### config.mk
export PLATFORM = sky130hd
export DESIGN_NAME = prg_event_unit
export DESIGN_NICKNAME = d
export VERILOG_FILES = /design/src/rtl/prg_pkg.sv /design/src/rtl/prg_divider.sv /design/src/rtl/prg_ctl_reg.sv /design/src/rtl/prg_event_status.sv /design/src/rtl/prg_event_unit.sv
export SDC_FILE = /design/constraint.sdc
export NUM_CORES = 1
export LEC_CHECK = 0
export BUFFER_PORTS_ARGS = -buffer_cell sky130_fd_sc_hd__buf_2
export CAP_MARGIN = 20
export CELL_PAD_IN_SITES_DETAIL_PLACEMENT = 0
export CELL_PAD_IN_SITES_GLOBAL_PLACEMENT = 1
export CORE_ASPECT_RATIO = 0.75
export CORE_UTILIZATION = 39
export CTS_CLUSTER_DIAMETER = 150
export CTS_CLUSTER_SIZE = 20
export DETAILED_ROUTE_END_ITERATION = 12
export PLACE_DENSITY_LB_ADDON = 0.1
export SYNTH_ARGS = -nofsm -noshare
export SYNTH_HDL_FRONTEND = slang
export SYNTH_HIERARCHICAL = 1
export SYNTH_SLANG_ARGS = --single-unit
export TNS_END_PERCENT = 5
### constraint.sdc
create_clock -name clk -period 2.79 [get_ports clk]
set_input_delay 0 -clock clk [delete_from_list [all_inputs] [get_ports clk]]
set_output_delay 0 -clock clk [all_outputs]
set_load 0.01 [all_outputs]
### src/rtl/prg_pkg.sv
// Shared constants, field positions and the rate-code decoder of the
// periodic rate generator. Assumes a 4-bit rate code.
package prg_pkg;
    localparam int RATE_W    = 4;
    localparam int IDX_W     = 4;
    localparam int DIV_W_DEF = 14;
    localparam int CTL_W     = 5;
    localparam int STAT_W    = 8;

    localparam logic [2:0] OSC_RUN    = 3'b010;
    localparam logic [2:0] OSC_RUN_WR = 3'b011;

    // status register bit positions
    localparam int ST_REQ = 7;
    localparam int ST_PER = 6;
    localparam int ST_ALM = 5;
    localparam int ST_UPD = 4;
    localparam int ST_K32 = 2;

    // control register bit positions
    localparam int CT_SQW = 0;
    localparam int CT_UIE = 1;
    localparam int CT_AIE = 2;
    localparam int CT_PIE = 3;
    localparam int CT_INH = 4;

    typedef struct packed {
        logic             valid;
        logic [IDX_W-1:0] idx;
    } tap_sel_t;

    // Map a rate code to the divider bit whose level forms the tap.
    function automatic tap_sel_t decode_rate(input logic [RATE_W-1:0] code);
        tap_sel_t t;
        t.valid = (code != '0);
        case (code)
            4'd0:    t.idx = '0;
            4'd1:    t.idx = 4'd6;
            4'd2:    t.idx = 4'd7;
            default: t.idx = code - 4'd2;
        endcase
        return t;
    endfunction
endpackage

### src/rtl/prg_divider.sv
// Reference synchronizer, binary divider and tap selection.
// Assumes ref_lvl is a slow waveform (several clk cycles per level) and that
// DIV_W covers the deepest tap index.
module prg_divider
    import prg_pkg::*;
#(
    parameter int DIV_W = DIV_W_DEF
) (
    input  logic              clk,
    input  logic              rst_n,
    input  logic              ref_lvl,
    input  logic              run,
    input  logic [RATE_W-1:0] rate_sel,
    output logic              ref_sync,
    output logic              tap_lvl,
    output logic              per_evt
);
    logic             s1_q;
    logic             s2_q;
    logic             tick;
    logic [DIV_W-1:0] cnt_q;
    logic [DIV_W-1:0] low_full;
    tap_sel_t         sel;

    // Sample the reference level twice to find its rising edge.
    always_ff @(posedge clk) begin
        if (!rst_n) begin
            s1_q <= 1'b0;
            s2_q <= 1'b0;
        end else begin
            s1_q <= ref_lvl;
            s2_q <= s1_q;
        end
    end

    assign tick     = s1_q & ~s2_q;
    assign ref_sync = s1_q;

    // Divider counter: cleared while stopped, advanced once per reference period.
    always_ff @(posedge clk) begin
        if (!rst_n || !run) begin
            cnt_q <= '0;
        end else if (tick) begin
            cnt_q <= cnt_q + {{(DIV_W-1){1'b0}}, 1'b1};
        end
    end

    // low_full[k] is set when bits k..0 of the counter are all ones.
    assign low_full[0] = cnt_q[0];
    for (genvar k = 1; k < DIV_W; k++) begin : g_full
        assign low_full[k] = low_full[k-1] & cnt_q[k];
    end

    assign sel     = decode_rate(rate_sel);
    assign tap_lvl = sel.valid & cnt_q[sel.idx];
    assign per_evt = run & tick & sel.valid & low_full[sel.idx];
endmodule

### src/rtl/prg_ctl_reg.sv
// Control register holding the square-wave enable, the interrupt enables and
// the transfer inhibit. A write with the inhibit set stores the update enable as 0.
module prg_ctl_reg
    import prg_pkg::*;
(
    input  logic             clk,
    input  logic             rst_n,
    input  logic             wr,
    input  logic [CTL_W-1:0] wdata,
    output logic [CTL_W-1:0] ctl_q
);
    logic [CTL_W-1:0] wval;

    // Force the update enable low when the write sets the inhibit.
    always_comb begin
        wval         = wdata;
        wval[CT_UIE] = wdata[CT_UIE] & ~wdata[CT_INH];
    end

    // Register the control fields.
    always_ff @(posedge clk) begin
        if (!rst_n) begin
            ctl_q <= '0;
        end else if (wr) begin
            ctl_q <= wval;
        end
    end
endmodule

### src/rtl/prg_event_status.sv
// Event status register: three sticky event flags, a sticky aggregate request
// flag and the 32 kHz enable. Assumes events are single-cycle pulses.
module prg_event_status
    import prg_pkg::*;
(
    input  logic              clk,
    input  logic              rst_n,
    input  logic              per_evt,
    input  logic              alarm_evt,
    input  logic              update_evt,
    input  logic              rd,
    input  logic              wr,
    input  logic              k32_wbit,
    input  logic              wr_mode,
    input  logic              en_per,
    input  logic              en_alm,
    input  logic              en_upd,
    input  logic              inhibit,
    output logic [STAT_W-1:0] status
);
    logic pf_q, af_q, uf_q, req_q, k32_q;
    logic pf_n, af_n, uf_n, req_n;
    logic keep;

    // Next flag values: a read drops old flags, a new event always lands.
    always_comb begin
        keep  = ~rd;
        pf_n  = (pf_q & keep) | per_evt;
        af_n  = (af_q & keep) | alarm_evt;
        uf_n  = (uf_q & keep) | update_evt;
        req_n = (req_q & keep)
              | (pf_n & en_per)
              | (af_n & en_alm)
              | (uf_n & en_upd & ~inhibit);
    end

    // Register the event and aggregate flags.
    always_ff @(posedge clk) begin
        if (!rst_n) begin
            pf_q  <= 1'b0;
            af_q  <= 1'b0;
            uf_q  <= 1'b0;
            req_q <= 1'b0;
        end else begin
            pf_q  <= pf_n;
            af_q  <= af_n;
            uf_q  <= uf_n;
            req_q <= req_n;
        end
    end

    // 32 kHz enable: writable only in the writable mode, cleared outside it.
    always_ff @(posedge clk) begin
        if (!rst_n || !wr_mode) begin
            k32_q <= 1'b0;
        end else if (wr) begin
            k32_q <= k32_wbit;
        end
    end

    assign status = {req_q, pf_q, af_q, uf_q, 1'b0, k32_q, 2'b00};
endmodule

### src/rtl/prg_event_unit.sv
// Top level of the periodic rate generator with event flags. It ties the
// divider, control and status registers together and forms the square-wave
// and request pins. Assumes the reference level is sampled in the clk domain.
module prg_event_unit
    import prg_pkg::*;
#(
    parameter int DIV_W = DIV_W_DEF
) (
    input  logic              clk,
    input  logic              rst_n,
    input  logic              ref32_lvl,
    input  logic [2:0]        osc_mode,
    input  logic [RATE_W-1:0] rate_sel,
    input  logic              ctl_wr,
    input  logic [CTL_W-1:0]  ctl_wdata,
    output logic [CTL_W-1:0]  ctl_rdata,
    input  logic              alarm_evt,
    input  logic              update_evt,
    input  logic              stat_rd,
    input  logic              stat_wr,
    input  logic              k32_wdata,
    output logic [STAT_W-1:0] stat_rdata,
    output logic              sqw_out,
    output logic              irq_n
);
    logic             div_run;
    logic             wr_mode;
    logic             ref_sync;
    logic             tap_lvl;
    logic             per_evt;
    logic [CTL_W-1:0] ctl_q;
    logic [STAT_W-1:0] status;

    assign div_run = (osc_mode == OSC_RUN) || (osc_mode == OSC_RUN_WR);
    assign wr_mode = (osc_mode == OSC_RUN_WR);

    prg_divider #(.DIV_W(DIV_W)) u_div (
        .clk      (clk),
        .rst_n    (rst_n),
        .ref_lvl  (ref32_lvl),
        .run      (div_run),
        .rate_sel (rate_sel),
        .ref_sync (ref_sync),
        .tap_lvl  (tap_lvl),
        .per_evt  (per_evt)
    );

    prg_ctl_reg u_ctl (
        .clk   (clk),
        .rst_n (rst_n),
        .wr    (ctl_wr),
        .wdata (ctl_wdata),
        .ctl_q (ctl_q)
    );

    prg_event_status u_stat (
        .clk        (clk),
        .rst_n      (rst_n),
        .per_evt    (per_evt),
        .alarm_evt  (alarm_evt),
        .update_evt (update_evt),
        .rd         (stat_rd),
        .wr         (stat_wr),
        .k32_wbit   (k32_wdata),
        .wr_mode    (wr_mode),
        .en_per     (ctl_q[CT_PIE]),
        .en_alm     (ctl_q[CT_AIE]),
        .en_upd     (ctl_q[CT_UIE]),
        .inhibit    (ctl_q[CT_INH]),
        .status     (status)
    );

    assign sqw_out    = ctl_q[CT_SQW] & (status[ST_K32] ? ref_sync : tap_lvl);
    assign irq_n      = ~status[ST_REQ];
    assign ctl_rdata  = ctl_q;
    assign stat_rdata = status;
endmodule

==> results of run 1 <==
==> cells in the mapped netlist (2+ instances only) <==
| library cell | instances | share of area |
|---|---|---|
| a21oi_1 | 17 | 0.050 |
| a22oi_1 | 2 | 0.0088 |
| mux2i_1 | 9 | 0.053 |
| and2_1 | 4 | 0.015 |
| nand2b_1 | 4 | 0.015 |
| clkbuf_1 | 4 | 0.0088 |
| xnor2_1 | 4 | 0.021 |
| xor2_1 | 7 | 0.036 |
| ha_1 | 3 | 0.022 |
| dfxtp_1 | 26 | 0.31 |
| o21bai_1 | 2 | 0.0088 |
| nand2_1 | 20 | 0.044 |
| nand4b_1 | 2 | 0.010 |
| o2bb2ai_1 | 2 | 0.010 |
| buf_2 | 2 | 0.0059 |
| or3_1 | 3 | 0.011 |
| nor2b_1 | 11 | 0.040 |
| inv_1 | 10 | 0.022 |
| o21ai_0 | 17 | 0.050 |
| nand3_1 | 8 | 0.024 |
| buf_4 | 10 | 0.044 |
| nor2_1 | 21 | 0.046 |
| buf_1 | 2 | 0.0044 |
| nor3_1 | 3 | 0.0088 |
| nor3b_1 | 2 | 0.0088 |
| o22ai_1 | 3 | 0.011 |
==> logic make-up (layout without fill, tap and decap cells) <==
logic type               count (synthesis)  after routing  synth area share
AND/OR/NAND/NOR                         86             86            0.2671
AO/OA/AOI/OAI                           54             54            0.1943
buffers and inverters                   29             56           0.09198
flip-flops                              26             26            0.3061
XOR/XNOR                                11             11           0.05666
multiplexers                            10             10           0.05960
adder cells (fa/ha/maj)                  3              3           0.02208
other                                    1              3          0.002205
==> final timing paths <==
kind	startpoint	end	slack, ps	cells past startpoint
setup / recovery	rate_sel[1]	sqw_out	600	11
hold reg to reg	u_ctl/ctl_q[1]	u_ctl/ctl_q[1]	510	2
setup reg to reg	u_div/cnt_q[0]	u_stat/req_q	860	9
hold / removal	osc_mode[0]	u_stat/k32_q	60	4
==> metal layers <==
metal	global-route usage	wire length [um]	share of wire
met5	0	0	0
met4	0.02910	16	0.0040
met3	0.02769	218	0.055
met2	0.2544	1645	0.42
met1	0.2755	2073	0.52
==> state kept, by name (all words and copies together) (netlist names) <==
| register | count |
|---|---|
| u_stat/k32_q | 1 |
| u_ctl/ctl_q | 5 |
| u_stat/af_q | 1 |
| u_stat/uf_q | 1 |
| u_stat/req_q | 1 |
| u_div/ref_sync | 1 |
| u_div/cnt_q | 14 |
| u_div/s2_q | 1 |
| u_stat/pf_q | 1 |
==> worst register-to-register path, cell delays in order, from the launching register on <==
cell	delay (ps)
dfxtp_1	430
ha_1	240
ha_1	220
o2111ai_1	130
nor4_1	240
nand4b_1	150
o21ai_0	140
nand2_1	80
o21ai_0	90
a221o_1	160
==> layout make-up <==
| class | instances | area (um^2) |
|---|---|---|
| flip-flops and latches | 26 | 520.5 |
| clock inverters | 1 | 30.03 |
| clock buffers | 3 | 41.29 |
| fillers | 442 | 2115 |
| repair buffers | 42 | 260.3 |
| multi-input cells | 167 | 1031 |
| well taps | 55 | 68.82 |
| inverters | 10 | 37.54 |
==> metrics by stage <==
stage               hold slack, ps  power (uW)
global route                 55.67       874.6
CTS                          50.21       844.9
finish                       55.48       834.4
global placement             206.7       524.0
detailed placement           220.7       521.5
floorplan                    120.7       489.4
==> where the power goes <==
| part | internal (uW) | switching (uW) |
|---|---|---|
| Combinational | 63.4 | 76.1 |
| Clock | 192 | 118 |
| Sequential | 379 | 5.74 |
==> cells in the final DEF (no fill, tap or decap), types with 2 or more instances in the layout <==
master,instances
nand2_1,20
a21oi_1,17
dfxtp_1,26
nor3_1,3
clkbuf_8,3
o22ai_1,3
nor3b_1,2
dlygate4sd3_1,10
o21ai_0,17
nand3_1,8
buf_2,32
conb_1,3
nand2b_1,4
or3_1,3
xnor2_1,4
nor2b_1,11
and2_1,4
inv_1,10
ha_1,3
xor2_1,7
nand4b_1,2
mux2i_1,9
a22oi_1,2
nor2_1,21
o21bai_1,2
o2bb2ai_1,2
==> metrics.yaml, run 1 <==
cts:
  numCtsBuffers: 3
  post_cts_buffers: 0
  cts-htree-levels: 1
  clock_latency_ps: 270
  clockBufferDepth: 2
  cts_tree: "done"
  post_cts_resized: 0
  clock-sinks: 26
  clk_pin_slew_ps: 90
  root_buffer: "clkbuf_8"
  hold_buffers: 10
sta:
  slew_viol_final: 0
  fin_crit_sh: 0.7847
  worst_pin_slew_ps: 689.8
  slew-limit-headroom: 0.5392
  max_freq_mhz: 456.8
  setup_ws_ps: 600.8
  rsz0062_at_grt: "false"
  hold_viol: 0
  finalSetupTns_ps: 0
  layout_min_cycle_time_ps: 2189
  setup_violations: 0
  clock_skew_ps: 3.449
critical_path:
  start_kind: "input pin"
  crit_chain: "buf_2 -> inv_1 -> ha_1 -> o21ai_0 -> a21oi_1 -> a21oi_1 -> a2bb2oi_1 -> a31oi_1 -> mux2i_1 -> nor2b_1 -> buf_2"
  cp_max_fo: 18
  cp.arrival_ps: 2190
  critPathTopFamily: "compound AO/OA/AOI/OAI gates"
  critPathCaptureType: "primary output"
  cp_slowest_cell: "ha_1"
  worstSetupPathType: "input pin to primary output"
  max_stage_delay_ps: 570
  critPathRequiredTime_ps: 2790
  critical_path_buf_inv_count: 3
layout:
  area_delta_synth_final_pct: 17.00
  fin_nets: 274
  finalNonFillerCells: 304
  antenna_cells: 0
  fin_util: 0.4848
  drive_above_1_share: 0.1606
  fin_area_mm2: 0.001989
place:
  place_hpwl_um: 2857
  port_buffers: 32
  placed_area_mm2: 0.001818
  place_ws_ps: 416.8
  place_inst: 290
  gp_congestion: 0.8283
detailed_routing:
  drc: 0
  drtAntennaViolNets: 0
  drt-vias-per-instance: 5.257
  vias: 1598
  drt-total-wl_um: 3954
  routedWlPerCell_um: 13.01
  drtIter0Drc: 169
  first_pass_iters: 4
job:
  maxCapViolations: 0
global_route:
  grt_pass1_wl_um: 6430
  grt_antenna_before_repair: 0
  grt_remaining_overflow: 0
  grt_pass1_vias: 1336
  track_usage: 0.1763
  grt_max_degree: 22
floorplanning:
  rows: 20
  fp.dieArea_mm2: 0.004631
  coreArea_mm2: 0.004104
  die_h_um: 59.19
  io-pin-count: 36
  start_util: 0.4143
  die_w_um: 78.25
synthesis:
  ys.flop_type: "dfxtp_1"
  ys_warn_count: 6
  ys_ff_latch: 26
  syn_inst: 220
  syn_area_mm2: 0.001700
  avgSynthCellArea_um2: 7.729
  async_reset_ff_frac: 0
  ys_types: 48
  synth-edff-count: 0
  synth-seq-area-share: 0.3061
min_path:
  min_path_type: "input pin to flop"
pwr:
  p_per_area_mw_per_mm2: 419.4
  p_leak_uw: 0.0007906
  vdd_drop_max_v: 0.0002537
run_status:
  status: "finished, final reports clean"
No activity file was read; power rests on OpenSTA's default activity.
==> run 2, diff against run 1 <==
- clock period: 2.79 -> 2.2 ns (I/O delays scaled with it)
==> metrics.yaml, run 2 (synthesized netlist as in run 1, its figures left out) <==
run_status:
  status: "finished, final reports clean"
detailed_routing:
  drc: 0  # unchanged
  drt-total-wl_um: 3993  # +0.99%
  vias: 1594  # -0.25%
  first_pass_iters: 4  # unchanged
  drtAntennaViolNets: 0  # unchanged
  routedWlPerCell_um: 12.92  # -0.65%
  drtIter0Drc: 133  # -21%
  drt-vias-per-instance: 5.159  # -1.9%
global_route:
  grt_antenna_before_repair: 0  # unchanged
  grt_max_degree: 16  # -27%
  grt_remaining_overflow: 0  # unchanged
  grt_pass1_wl_um: 6713  # +4.4%
  grt_pass1_vias: 1338  # +0.15%
  track_usage: 0.1875  # +0.01117
floorplanning:
  fp.dieArea_mm2: 0.004631  # unchanged
  coreArea_mm2: 0.004104  # unchanged
  die_w_um: 78.25  # unchanged
  rows: 20  # unchanged
  io-pin-count: 36  # unchanged
  die_h_um: 59.19  # unchanged
  start_util: 0.4143  # unchanged
critical_path:
  cp.arrival_ps: 1950  # -240 ps
  critPathCaptureType: "primary output"
  crit_chain: "nor3b_1 -> a21oi_1 -> o311a_1 -> a31oi_1 -> mux2i_1 -> nor2b_1 -> buf_2"
  max_stage_delay_ps: 430  # -140 ps
  cp_slowest_cell: "dfxtp_1"
  start_kind: "flop"
  cp_max_fo: 5  # -13
  worstSetupPathType: "flop to primary output"
  critPathRequiredTime_ps: 2200  # -590 ps
job:
  maxCapViolations: 0  # unchanged
cts:
  cts_tree: "done"
  clk_pin_slew_ps: 90  # about the same
  numCtsBuffers: 3  # unchanged
  root_buffer: "clkbuf_8"
  clock_latency_ps: 270  # about the same
  clock-sinks: 26  # unchanged
  cts-htree-levels: 1  # unchanged
  post_cts_buffers: 0  # unchanged
  clockBufferDepth: 2  # unchanged
min_path:
  min_path_type: "input pin to flop"
pwr:
  p_sw_uw: 259.8  # +30%
  power.share.clock: 0.370  # about the same
  combinationalPowerShare: 0.174  # +0.007
  power.share.sequential: 0.455  # -0.007
  p_per_area_mw_per_mm2: 528.9  # +26%
  vdd_drop_max_v: 0.0003520  # +39%
  p_leak_uw: 0.0008126  # +2.8%
  switching_share: 0.2424  # +0.003004
  p_int_uw: 812.3  # +28%
layout:
  area_delta_synth_final_pct: 19.21
  largest_reg_flops: 14  # unchanged
  fin_nets: 279  # +1.8%
  fin_area_mm2: 0.002027  # +1.9%
  layout_common_cells: "32 x buf_2, 26 x dfxtp_1, 21 x nor2_1"
  layout_commonest_cell: "buf_2"
  regMostFlops: "u_div/cnt_q"
  drive_above_1_share: 0.1772  # +0.01652
  largestRegisters: "u_div/cnt_q (14), u_ctl/ctl_q (5)"
  antenna_cells: 0  # unchanged
place:
  gp_congestion: 0.9013  # +8.8%
  placed_area_mm2: 0.001856  # +2.1%
  place_hpwl_um: 2924  # +2.3%
  port_buffers: 32  # unchanged
sta:
  setup_violations: 0  # unchanged
  clock_skew_ps: 2.799  # -0.6500 ps
  finalSetupTns_ps: 0  # unchanged
  slew-limit-headroom: 0.5602  # +0.02104
  worst_pin_slew_ps: 650.5  # -39.31 ps
  fin_crit_sh: 0.8865
  slew_viol_final: 0  # unchanged
  hold_viol: 0  # unchanged
  rsz0062_at_grt: "false"
  layout_min_cycle_time_ps: 1950
  max_freq_mhz: 512.8
  whs_ps: 21.33  # -34.15 ps
[run 2: changes by cell type in the layout (fill, tap and decap cells not counted)]
cell and change:
buf_4 +5
[run 2: through the flow]
step | setup WS (ps) | utilization | total power, uW | instances
floorplan | 165.2 | - | 620.7 | 222
global placement | 284.0 | 0.4521 | 676.4 | 295
detailed placement | 280.1 | 0.4521 | 671.0 | 295
CTS | 300.0 | 0.4939 | 1082 | 309
global route | 126.2 | 0.4939 | 1122 | 309
finish | 249.8 | 0.4939 | 1072 | 309
[run 2: critical path: cells and delay by family (launching register included)]
kind,cells,cell delay (ps)
buf+inv,1,140
flops,1,430
compound gates,3,680
mux,1,110
simple gates,2,330
[run 2: final timing paths]
path,start,endpoint,slack (ps),cells past startpoint
worst max-delay path,u_div/cnt_q[4],sqw_out,250,7
worst min-delay path,ctl_wdata[0],u_ctl/ctl_q[0],20,3
worst max register to register,u_div/cnt_q[0],u_stat/req_q,360,9
worst min register to register,u_ctl/ctl_q[1],u_ctl/ctl_q[1],500,2
[run 2: per-layer routing]
layer,vias up,part of all wire,track usage
li1,820,-,-
met1,723,0.52,0.2934
met2,49,0.41,0.2632
met3,2,0.065,0.03846
met4,0,0.0040,0.03175
met5,-,0,0
[run 2: area by class of cell]
type                    count  area (um^2)
fillers                   441         2077
multi-input cells         167         1031
flip-flops and latches     26        520.5
repair buffers             47        297.8
well taps                  55        68.82
clock buffers               3        41.29
inverters                  10        37.54
clock inverters             1        30.03
[run 2: timing repair]
item,CTS,global route
gates resized for setup,0,0
hold buffers,10,0
endpoints found under the hold margin,8,0
[run 2: power groups by stage]
stage	logic (uW)	registers, uW	clock network (uW)
floorplan	120	500	0
global placement	177	499	0
detailed placement	171	500	0
CTS	185	489	409
global route	207	490	425
finish	187	488	397
